## src/rtl/timer_pkg.sv

```systemverilog
package timer_pkg;

  // Register byte offsets (software-visible layout)
  localparam int OFF_CTRL  = 'h00;
  localparam int OFF_MAXLO = 'h08;
  localparam int OFF_MAXHI = 'h0C;
  localparam int OFF_CNTLO = 'h10;
  localparam int OFF_CNTHI = 'h14;

  // Control bit positions
  localparam int BIT_WRAP = 0;
  localparam int BIT_ONCE = 1;
  localparam int BIT_IRQ  = 8;

  typedef enum logic [2:0] {
    RD_NONE,
    RD_CTRL,
    RD_MAXLO,
    RD_MAXHI,
    RD_CNTLO,
    RD_CNTHI,
    RD_ZERO
  } rdSel_e;

  typedef struct packed {
    logic   restart;
    logic   wrap;
    logic   advance;
    logic   loadMaxLo;
    logic   loadMaxHi;
    logic   latchHigh;
    rdSel_e rdSel;
  } tmrStrobe_t;

endpackage

```

## src/rtl/timer_ctrl.sv

```systemverilog
module timer_ctrl
  import timer_pkg::*;
#(
  parameter int ADDR_W = 5,
  parameter int BUS_W  = 16
) (
  input  logic              clk,
  input  logic              rstN,
  input  logic              busWrEn,
  input  logic              busRdEn,
  input  logic [ADDR_W-1:0] busAddr,
  input  logic [2:0]        ctlBits,    // {irq, once, wrap} from write data
  input  logic              atMax,
  output tmrStrobe_t        strobe,
  output logic [BUS_W-1:0]  ctrlWord,
  output logic              periodicOn,
  output logic              oneShotOn,
  output logic              irqOut
);

  localparam logic [ADDR_W-1:0] A_CTRL  = ADDR_W'(OFF_CTRL);
  localparam logic [ADDR_W-1:0] A_MAXLO = ADDR_W'(OFF_MAXLO);
  localparam logic [ADDR_W-1:0] A_MAXHI = ADDR_W'(OFF_MAXHI);
  localparam logic [ADDR_W-1:0] A_CNTLO = ADDR_W'(OFF_CNTLO);
  localparam logic [ADDR_W-1:0] A_CNTHI = ADDR_W'(OFF_CNTHI);

  logic irqOn;
  logic running;
  logic hit;
  logic wrCtl;
  logic startReq;

  always_comb begin
    running  = periodicOn | oneShotOn;
    hit      = running & atMax;
    wrCtl    = busWrEn && (busAddr == A_CTRL);
    startReq = wrCtl && (ctlBits[0] | ctlBits[1]) && !running;

    strobe.restart   = startReq;
    strobe.wrap      = !startReq && hit && periodicOn;   // wrapping mode has priority
    strobe.advance   = !startReq && running && !hit;
    strobe.loadMaxLo = busWrEn && (busAddr == A_MAXLO);
    strobe.loadMaxHi = busWrEn && (busAddr == A_MAXHI);
    strobe.latchHigh = busRdEn && (busAddr == A_CNTLO);

    strobe.rdSel = RD_NONE;
    if (busRdEn) begin
      unique case (busAddr)
        A_CTRL:  strobe.rdSel = RD_CTRL;
        A_MAXLO: strobe.rdSel = RD_MAXLO;
        A_MAXHI: strobe.rdSel = RD_MAXHI;
        A_CNTLO: strobe.rdSel = RD_CNTLO;
        A_CNTHI: strobe.rdSel = RD_CNTHI;
        default: strobe.rdSel = RD_ZERO;
      endcase
    end
  end

  always_ff @(posedge clk) begin
    if (!rstN) begin
      periodicOn <= 1'b0;
      oneShotOn  <= 1'b0;
      irqOn      <= 1'b0;
    end else if (wrCtl) begin
      periodicOn <= ctlBits[0];
      oneShotOn  <= ctlBits[1];
      irqOn      <= ctlBits[2];
    end else if (hit && !periodicOn) begin
      oneShotOn  <= 1'b0;                 // single pass done
    end
  end

  always_comb begin
    ctrlWord           = '0;
    ctrlWord[BIT_WRAP] = periodicOn;
    ctrlWord[BIT_ONCE] = oneShotOn;
    ctrlWord[BIT_IRQ]  = irqOn;
  end

  assign irqOut = hit & irqOn;

endmodule

```

## src/rtl/timer_datapath.sv

```systemverilog
module timer_datapath
  import timer_pkg::*;
#(
  parameter int              CNT_W     = 32,
  parameter logic [CNT_W-1:0] RESET_MAX = '1
) (
  input  logic                  clk,
  input  logic                  rstN,
  input  tmrStrobe_t            strobe,
  input  logic [CNT_W/2-1:0]    busWdata,
  input  logic [CNT_W/2-1:0]    ctrlWord,
  output logic                  atMax,
  output logic [CNT_W/2-1:0]    busRdata,
  output logic [CNT_W-1:0]      cntVal,
  output logic [CNT_W-1:0]      maxActVal
);

  localparam int HALF_W = CNT_W / 2;
  localparam int N_HALF = 2;

  logic [CNT_W-1:0]  maxPend;
  logic [HALF_W-1:0] hiHold;
  logic [N_HALF-1:0] halfLoad;

  assign halfLoad = {strobe.loadMaxHi, strobe.loadMaxLo};

  // Staged terminal value, one register per bus-sized half
  for (genvar h = 0; h < N_HALF; h++) begin : g_pend
    always_ff @(posedge clk) begin
      if (!rstN)
        maxPend[h*HALF_W +: HALF_W] <= RESET_MAX[h*HALF_W +: HALF_W];
      else if (halfLoad[h])
        maxPend[h*HALF_W +: HALF_W] <= busWdata;
    end
  end

  always_ff @(posedge clk) begin
    if (!rstN) begin
      cntVal    <= '0;
      maxActVal <= RESET_MAX;
    end else if (strobe.restart || strobe.wrap) begin
      cntVal    <= '0;
      maxActVal <= maxPend;
    end else if (strobe.advance) begin
      cntVal    <= cntVal + 1'b1;
    end
  end

  always_ff @(posedge clk) begin
    if (!rstN)
      hiHold <= '0;
    else if (strobe.latchHigh)
      hiHold <= cntVal[CNT_W-1:HALF_W];
  end

  always_ff @(posedge clk) begin
    if (!rstN) begin
      busRdata <= '0;
    end else begin
      unique case (strobe.rdSel)
        RD_NONE:  busRdata <= busRdata;
        RD_CTRL:  busRdata <= ctrlWord;
        RD_MAXLO: busRdata <= maxPend[HALF_W-1:0];
        RD_MAXHI: busRdata <= maxPend[CNT_W-1:HALF_W];
        RD_CNTLO: busRdata <= cntVal[HALF_W-1:0];
        RD_CNTHI: busRdata <= hiHold;
        default:  busRdata <= '0;
      endcase
    end
  end

  assign atMax = (cntVal == maxActVal);

endmodule

```

## src/rtl/split_interval_timer.sv

```systemverilog
module split_interval_timer
  import timer_pkg::*;
#(
  parameter int               CNT_W     = 32,
  parameter int               ADDR_W    = 5,
  parameter logic [CNT_W-1:0] RESET_MAX = '1
) (
  input  logic                clk,
  input  logic                rstN,
  input  logic                busWrEn,
  input  logic                busRdEn,
  input  logic [ADDR_W-1:0]   busAddr,
  input  logic [CNT_W/2-1:0]  busWdata,
  output logic [CNT_W/2-1:0]  busRdata,
  output logic                irqOut
);

  localparam int BUS_W = CNT_W / 2;

  tmrStrobe_t       strobe;
  logic [BUS_W-1:0] ctrlWord;
  logic             atMax;
  logic             periodicOn;
  logic             oneShotOn;
  logic [CNT_W-1:0] cntVal;
  logic [CNT_W-1:0] maxActVal;
  logic [2:0]       ctlBits;

  assign ctlBits = {busWdata[BIT_IRQ], busWdata[BIT_ONCE], busWdata[BIT_WRAP]};

  timer_ctrl #(
    .ADDR_W(ADDR_W),
    .BUS_W (BUS_W)
  ) u_ctrl (
    .clk       (clk),
    .rstN      (rstN),
    .busWrEn   (busWrEn),
    .busRdEn   (busRdEn),
    .busAddr   (busAddr),
    .ctlBits   (ctlBits),
    .atMax     (atMax),
    .strobe    (strobe),
    .ctrlWord  (ctrlWord),
    .periodicOn(periodicOn),
    .oneShotOn (oneShotOn),
    .irqOut    (irqOut)
  );

  timer_datapath #(
    .CNT_W    (CNT_W),
    .RESET_MAX(RESET_MAX)
  ) u_dp (
    .clk      (clk),
    .rstN     (rstN),
    .strobe   (strobe),
    .busWdata (busWdata),
    .ctrlWord (ctrlWord),
    .atMax    (atMax),
    .busRdata (busRdata),
    .cntVal   (cntVal),
    .maxActVal(maxActVal)
  );

endmodule

```

## config.mk

```make
export PLATFORM = sky130hd
export DESIGN_NAME = split_interval_timer
export DESIGN_NICKNAME = d
export VERILOG_FILES = /design/src/rtl/timer_pkg.sv /design/src/rtl/timer_ctrl.sv /design/src/rtl/timer_datapath.sv /design/src/rtl/split_interval_timer.sv
export SDC_FILE = /design/constraint.sdc
export NUM_CORES = 1
export LEC_CHECK = 0
export BUFFER_PORTS_ARGS = -buffer_cell sky130_fd_sc_hd__buf_2
export CORE_MARGIN = 8
export CORE_UTILIZATION = 45
export CTS_CLUSTER_DIAMETER = 80
export DETAILED_ROUTE_END_ITERATION = 6
export GPL_TIMING_DRIVEN = 1
export PLACE_DENSITY = 0.73
export SETUP_SLACK_MARGIN = 0.5
export SYNTH_ARGS = -nofsm -noshare
export SYNTH_HDL_FRONTEND = slang
export SYNTH_SLANG_ARGS = --single-unit
```

## constraint.sdc

```tcl
create_clock -name clk -period 2.8 [get_ports clk]
set_input_delay 0.14 -clock clk [delete_from_list [all_inputs] [get_ports clk]]
set_output_delay 0.14 -clock clk [all_outputs]
set_load 0.01 [all_outputs]
```

; Word-level counts from Yosys, hierarchy flattened
; Index checks and enable logic that the tools add are counted.
[word_totals]
ff_bits = 131
in_bits = 25
out_inout_bits = 17
word_cells = 50
[op_classes]
n_addsub = 1
eq_ne = 10
muxes = 5
bitwise_logic = 5
reduce_logical = 20
[op_table]
columns = op, n
row1 = one-hot mux 16 bit (6 select lines), 1
row2 = adder 32 x 1 -> 32 bit (second input constant), 1
row3 = equality test 32 bit, 1
row4 = one-hot mux 3 bit (5 select lines), 1
row5 = logical AND 1 bit, 11
row6 = equality test 5 x 4 -> 1 bit (second input constant), 2
row7 = equality test 5 bit (second input constant), 2
row8 = equality test 3 x 2 -> 1 bit (second input constant), 2
row9 = equality test 3 bit (second input constant), 2
row10 = zero test 5 bit, 1
row11 = zero test 1 bit, 4
row12 = equality test 3 x 1 -> 1 bit (second input constant), 1
row13 = zero test 3 bit, 1
row14 = 2-to-1 mux 3 bit, 1
row15 = AND 1 bit, 2
row16 = 2-to-1 mux 1 bit, 2
row17 = OR 1 bit, 2
row18 = nonzero test 2 bit, 1
row19 = OR reduction 2 bit, 1
row20 = logical OR 1 bit, 1
row21 = inverter 1 bit, 1

; Logic depth before layout (Yosys ltp)
[depth]
ltp_word = 9
depth_mapped = 10
mapped_depth_nobuf = 6

; By module
; From an unflattened synthesis, not the netlist that was laid out.
[hier_totals]
cells_unflattened = 724
hier_area_um2 = 6283.5
[modules_own_cells]
columns = mod, n_inst, cells_per_inst, area_per_inst_um2, seq_area_each_um2
row1 = timer_datapath, 1, 668, 5889.4, 2562.5
row2 = timer_ctrl, 1, 56, 394.1, 60.1

; Worst setup path after synthesis
; Ideal clock, no wire load.
[synth_path]
kind = register to register
startpoint = reg u_dp.cntVal[7]
endpoint = reg u_dp.maxActVal[21]
setup_time_ns = 0.141
t_arrival_ns = 1.922
required_time_ns = 2.659
path_slack_ns = 0.737
stages_incl_launch_ff = 10
n_path_buf = 4
synth_period_minus_slack_ns = 2.063
cell_sequence = dfxtp_1 > buf_4 > xnor2_1 > nand4_1 > or4_1 > buf_4 > nor3_2 > buf_4 > buf_2 > o211ai_1
[synth_between]
elab_chain_cells = 5
[synth_rtl]
columns = element, line_no
row1 = from (decl), timer_datapath.sv:14  ; output logic [CNT_W-1:0] cntVal,
row2 = from (signal assigned), timer_datapath.sv:45  ; cntVal <= cntVal + 1'b1;
row3 = equality test 32 bit, timer_datapath.sv:72  ; assign atMax = (cntVal == maxActVal);
row4 = AND 1 bit, timer_ctrl.sv:35  ; hit = running & atMax;
row5 = logical AND 1 bit (2 in a row), timer_ctrl.sv:40  ; strobe.wrap = !startReq && hit && periodicOn;
row6 = logical OR 1 bit, timer_datapath.sv:41  ; end else if (strobe.restart || strobe.wrap) begin
row7 = to (signal assigned), timer_datapath.sv:43  ; maxActVal <= maxPend;
row8 = to (decl), timer_datapath.sv:15  ; output logic [CNT_W-1:0] maxActVal
; Every way passes these cells.
; A chain may end at the register's enable or synchronous reset.

; Worst setup path in the final report
[layout_path]
startpoint = reg u_dp.maxActVal[11]
endpoint = reg u_dp.maxActVal[4]
[layout_between]
elab_chain_cells = 5
[layout_rtl]
columns = element, line_no
row1 = equality test 32 bit, timer_datapath.sv:72
row2 = AND 1 bit, timer_ctrl.sv:35
row3 = logical AND 1 bit (2 in a row), timer_ctrl.sv:40
row4 = logical OR 1 bit, timer_datapath.sv:41
; Every way passes these cells.

==> results.sh <==
export IMPL_synth_top_family_by_area="simple AND/OR/NAND/NOR gates"
export IMPL_initial_core_util_pct=46.1
export IMPL_synthAdderAreaFrac_pct=0.204
export IMPL_drv_cap=0
export IMPL_power_internal_mw=3.33
export IMPL_violations="design-rule violations"
export IMPL_dieArea_um2=17600
export IMPL_numPortBuffers=41
export IMPL_clk_pin_slew_worst_paths_ns=0.06
export IMPL_synth_compound_area_share_pct=18.7
export IMPL_cts_root_buf="clkbuf_16"
export IMPL_vdd_ir_drop_max_mv=0.501
export IMPL_cp_cell_sequence="xnor2_1, nand4_1, or4_4, buf_6, nor3_4, buf_4, clkbuf_16, o21ai_0, o211ai_1"
export IMPL_ys_flop_type="dfxtp_1"
export IMPL_synth_top_cell_area_share_pct=42.8
export IMPL_antenna_found_initial=0
export IMPL_io_pin_count=42
export IMPL_grt_overflow_total=0
export IMPL_p_sw_uw=972
export IMPL_path_class="flip-flop to flip-flop"
export IMPL_combPwrFrac_pct=3.9
export IMPL_synth_avg_cell_area_um2=8.22
export IMPL_fillers=1164
export IMPL_multiInputGateArea_um2=3360
export IMPL_syn_nets=772
export IMPL_vias_per_cell=5.91
export IMPL_cp_slowest_cell="or4_4"
export IMPL_cts_buffers=17
export IMPL_setup_violations_final=0
export IMPL_setup_tns_ns=0
export IMPL_yosys_area_share_simple_pct=23.9
export IMPL_status="complete, but fails checks"
export IMPL_grt_pass1_wl_mm=28.8
export IMPL_clock_sinks=131
export IMPL_track_usage_pct=20.4
export IMPL_ant_nets=0
export IMPL_row_count=42
export IMPL_critPathCaptureType="flip-flop"
export IMPL_rsz0062_at_grt="true"
export IMPL_critPathLaunch="u_dp.maxActVal[11]"
export IMPL_drt_pass1_iter_count=7
export IMPL_synthMostInstantiatedCell="nand2_1"
export IMPL_p_seq_share_pct=43.8
export IMPL_synthMuxAreaShare_pct=3.27
export IMPL_wl_mm=18.7
export IMPL_worst_pin_slew_ns=0.836
export IMPL_synth_seq_cells=131
export IMPL_cts_tree="done"
export IMPL_synth_cells=746
export IMPL_async_flop_share_pct=0
export IMPL_synth_largest_area_cell="dfxtp_1"
export IMPL_antenna_cells=0
export IMPL_skew_ns=0.00739
export IMPL_p_sw_share_pct=22.6
export IMPL_maxSlewHeadroom_pct=44.2
export IMPL_area_growth_syn_to_layout_pct=24.8
export IMPL_drive_gt1_share_pct=21.4
export IMPL_dieHeight_um=133
export IMPL_clock_fmax_mhz=423
export IMPL_worstReg2RegStart="u_dp.maxActVal[11]"
export IMPL_path_delay_family="simple AND/OR/NAND/NOR gates"
export IMPL_gp_congestion=0.899
export IMPL_hold_violations=0
export IMPL_yosysWarningCount=0
export IMPL_grt_pass1_vias=5309
export IMPL_synthTopCellsByArea="dfxtp_1 43%, nand2_1 9.7%, xnor2_1 4.7%, o211ai_1 4.4%, nand3_1 4.2%"
export IMPL_powerDensity_nw_per_um2=563
export IMPL_fin_crit_ns=2.36
export IMPL_yosysSeqAreaShare_pct=42.8
export IMPL_min_from="busAddr[3]"
export IMPL_drc_errors=1
export IMPL_synth_xor_area_share_pct=5.71
export IMPL_start_kind="flip-flop"
export IMPL_finalCritPeriodShare_pct=84.4
export IMPL_finalMaxSlewViolations=0
export IMPL_max_stage_delay_ns=0.58
export IMPL_worstPathArrival_ns=2.72
export IMPL_core_area_um2=13300
export IMPL_clk_path_buf_depth=2
export IMPL_clk_latency_ns=0.43
export IMPL_htreeDepth=4
export IMPL_hold_path_class="input port to flip-flop"
export IMPL_grt_max_degree=65
export IMPL_cp_required_ns=3.15
export IMPL_seq_area_um2=2680
export IMPL_synth_common_cells="158 x nand2_1, 131 x dfxtp_1, 51 x nand3_1, 39 x nor2_1, 37 x o21ai_0"
export IMPL_nets=831
export IMPL_crit_buf_inv=3
export IMPL_synth_cell_types=36
export IMPL_drt_iter0_markers=819
export IMPL_pwr_share_clk_pct=52.3
export IMPL_power_leakage_nw=3.11
export IMPL_die_x_um=133
export IMPL_wl_per_cell_um=18.9
export IMPL_utilization_pct=57.6
export IMPL_netlist_area_um2=6130
export IMPL_synth_edf_count=0
export IMPL_path_max_fanout=16
export IMPL_vias=5866
export IMPL_dpl_hpwl_mm=12.1
## per-layer routing
metal,GRT usage [%],vias to the layer above,share of wire (%)
li1,-,2783,-
met4,5.62,0,1.8
met5,0,-,0
met3,5.90,32,9.1
met1,28.6,2783,46
met2,29.7,268,43
## stage by stage
stage | setup WS [ns] | hold WS, ns | power, mW | instances | instance area, um^2
final | 0.437 | 0.180 | 4.31 | 993 | 7650
after global routing | 0.344 | 0.205 | 4.40 | 993 | 7650
after CTS | 0.504 | 0.173 | 4.31 | 980 | 7390
after detailed placement | 0.382 | 0.367 | 2.08 | 930 | 6500
after global placement | 0.375 | 0.365 | 2.08 | 930 | 6500
after floorplan | 0.737 | 0.264 | 2.02 | 746 | 6130
## timing repair
action,CTS,global route
pin swaps,4,14
gates resized for setup,32,35
setup endpoints to repair,65,65
endpoints found under the hold margin,31,0
buffers inserted,3,10
hold buffers,16,0
cloned,0,3
## placed cells by master, fill, tap and decap left out, types with 16 or more instances in the layout
master / Yosys / routed
o31ai_1: 20 / 20
nand2_1: 158 / 158
or4_1: 22 / 20
nor2_1: 39 / 38
a21boi_0: 34 / 34
xnor2_1: 33 / 16
dfxtp_2: 0 / 24
clkbuf_16: 0 / 19
nand3_1: 51 / 51
o21ai_0: 37 / 35
dlygate4sd3_1: 0 / 16
o211ai_1: 36 / 36
buf_2: 10 / 40
buf_4: 8 / 35
nand4_1: 19 / 19
a21oi_1: 30 / 30
mux2i_1: 20 / 20
dfxtp_1: 131 / 100
## worst paths after layout
kind | end | slack (ns) | depth (start not counted)
setup / recovery | u_dp.maxActVal[4] | 0.44 | 9
hold / removal | u_ctrl.irqOn | 0.18 | 4
setup reg to reg | u_dp.maxActVal[4] | 0.44 | 9
hold reg to reg | u_dp.hiHold[3] | 0.46 | 2
## area by class of cell
type / instances / area share (%)
tap: 176 / 2.88
sequential: 131 / 35.0
multi-input combinational: 550 / 44.0
clock buffer: 18 / 5.61
inverter: 5 / 0.245
clock inverter: 13 / 2.13
timing repair buffer: 100 / 10.2
## state kept, by name, indices dropped and copies added (netlist names)
register	cells
u_ctrl.irqOn	1
u_ctrl.oneShotOn	1
u_ctrl.periodicOn	1
u_dp.busRdata	16
u_dp.cntVal	32
u_dp.hiHold	16
u_dp.maxActVal	32
u_dp.maxPend	32
## worst register-to-register path, cell delays in order, from the launching register on
cell	delay, ns
dfxtp_1	0.35
xnor2_1	0.26
nand4_1	0.18
or4_4	0.58
buf_6	0.17
nor3_4	0.22
buf_4	0.18
clkbuf_16	0.17
o21ai_0	0.08
o211ai_1	0.11
## power by group through the flow
stage,logic [mW],registers [mW],clock network (mW)
6_report,0.168,1.89,2.25
5_1_grt,0.181,1.89,2.33
3_5_place_dp,0.144,1.93,0
4_1_cts,0.163,1.89,2.26
3_3_place_gp,0.145,1.93,0
2_1_floorplan,0.0879,1.93,0
## kinds of logic (layout without fill, tap and decap cells)
group	Yosys count	count (layout)
AO/OA/AOI/OAI	173	173
XOR/XNOR	40	40
adder cells (fa/ha/maj)	1	1
buffers and inverters	65	136
flip-flops	131	131
multiplexers	20	20
AND/OR/NAND/NOR	316	316
(Power assumes the default switching activity.)
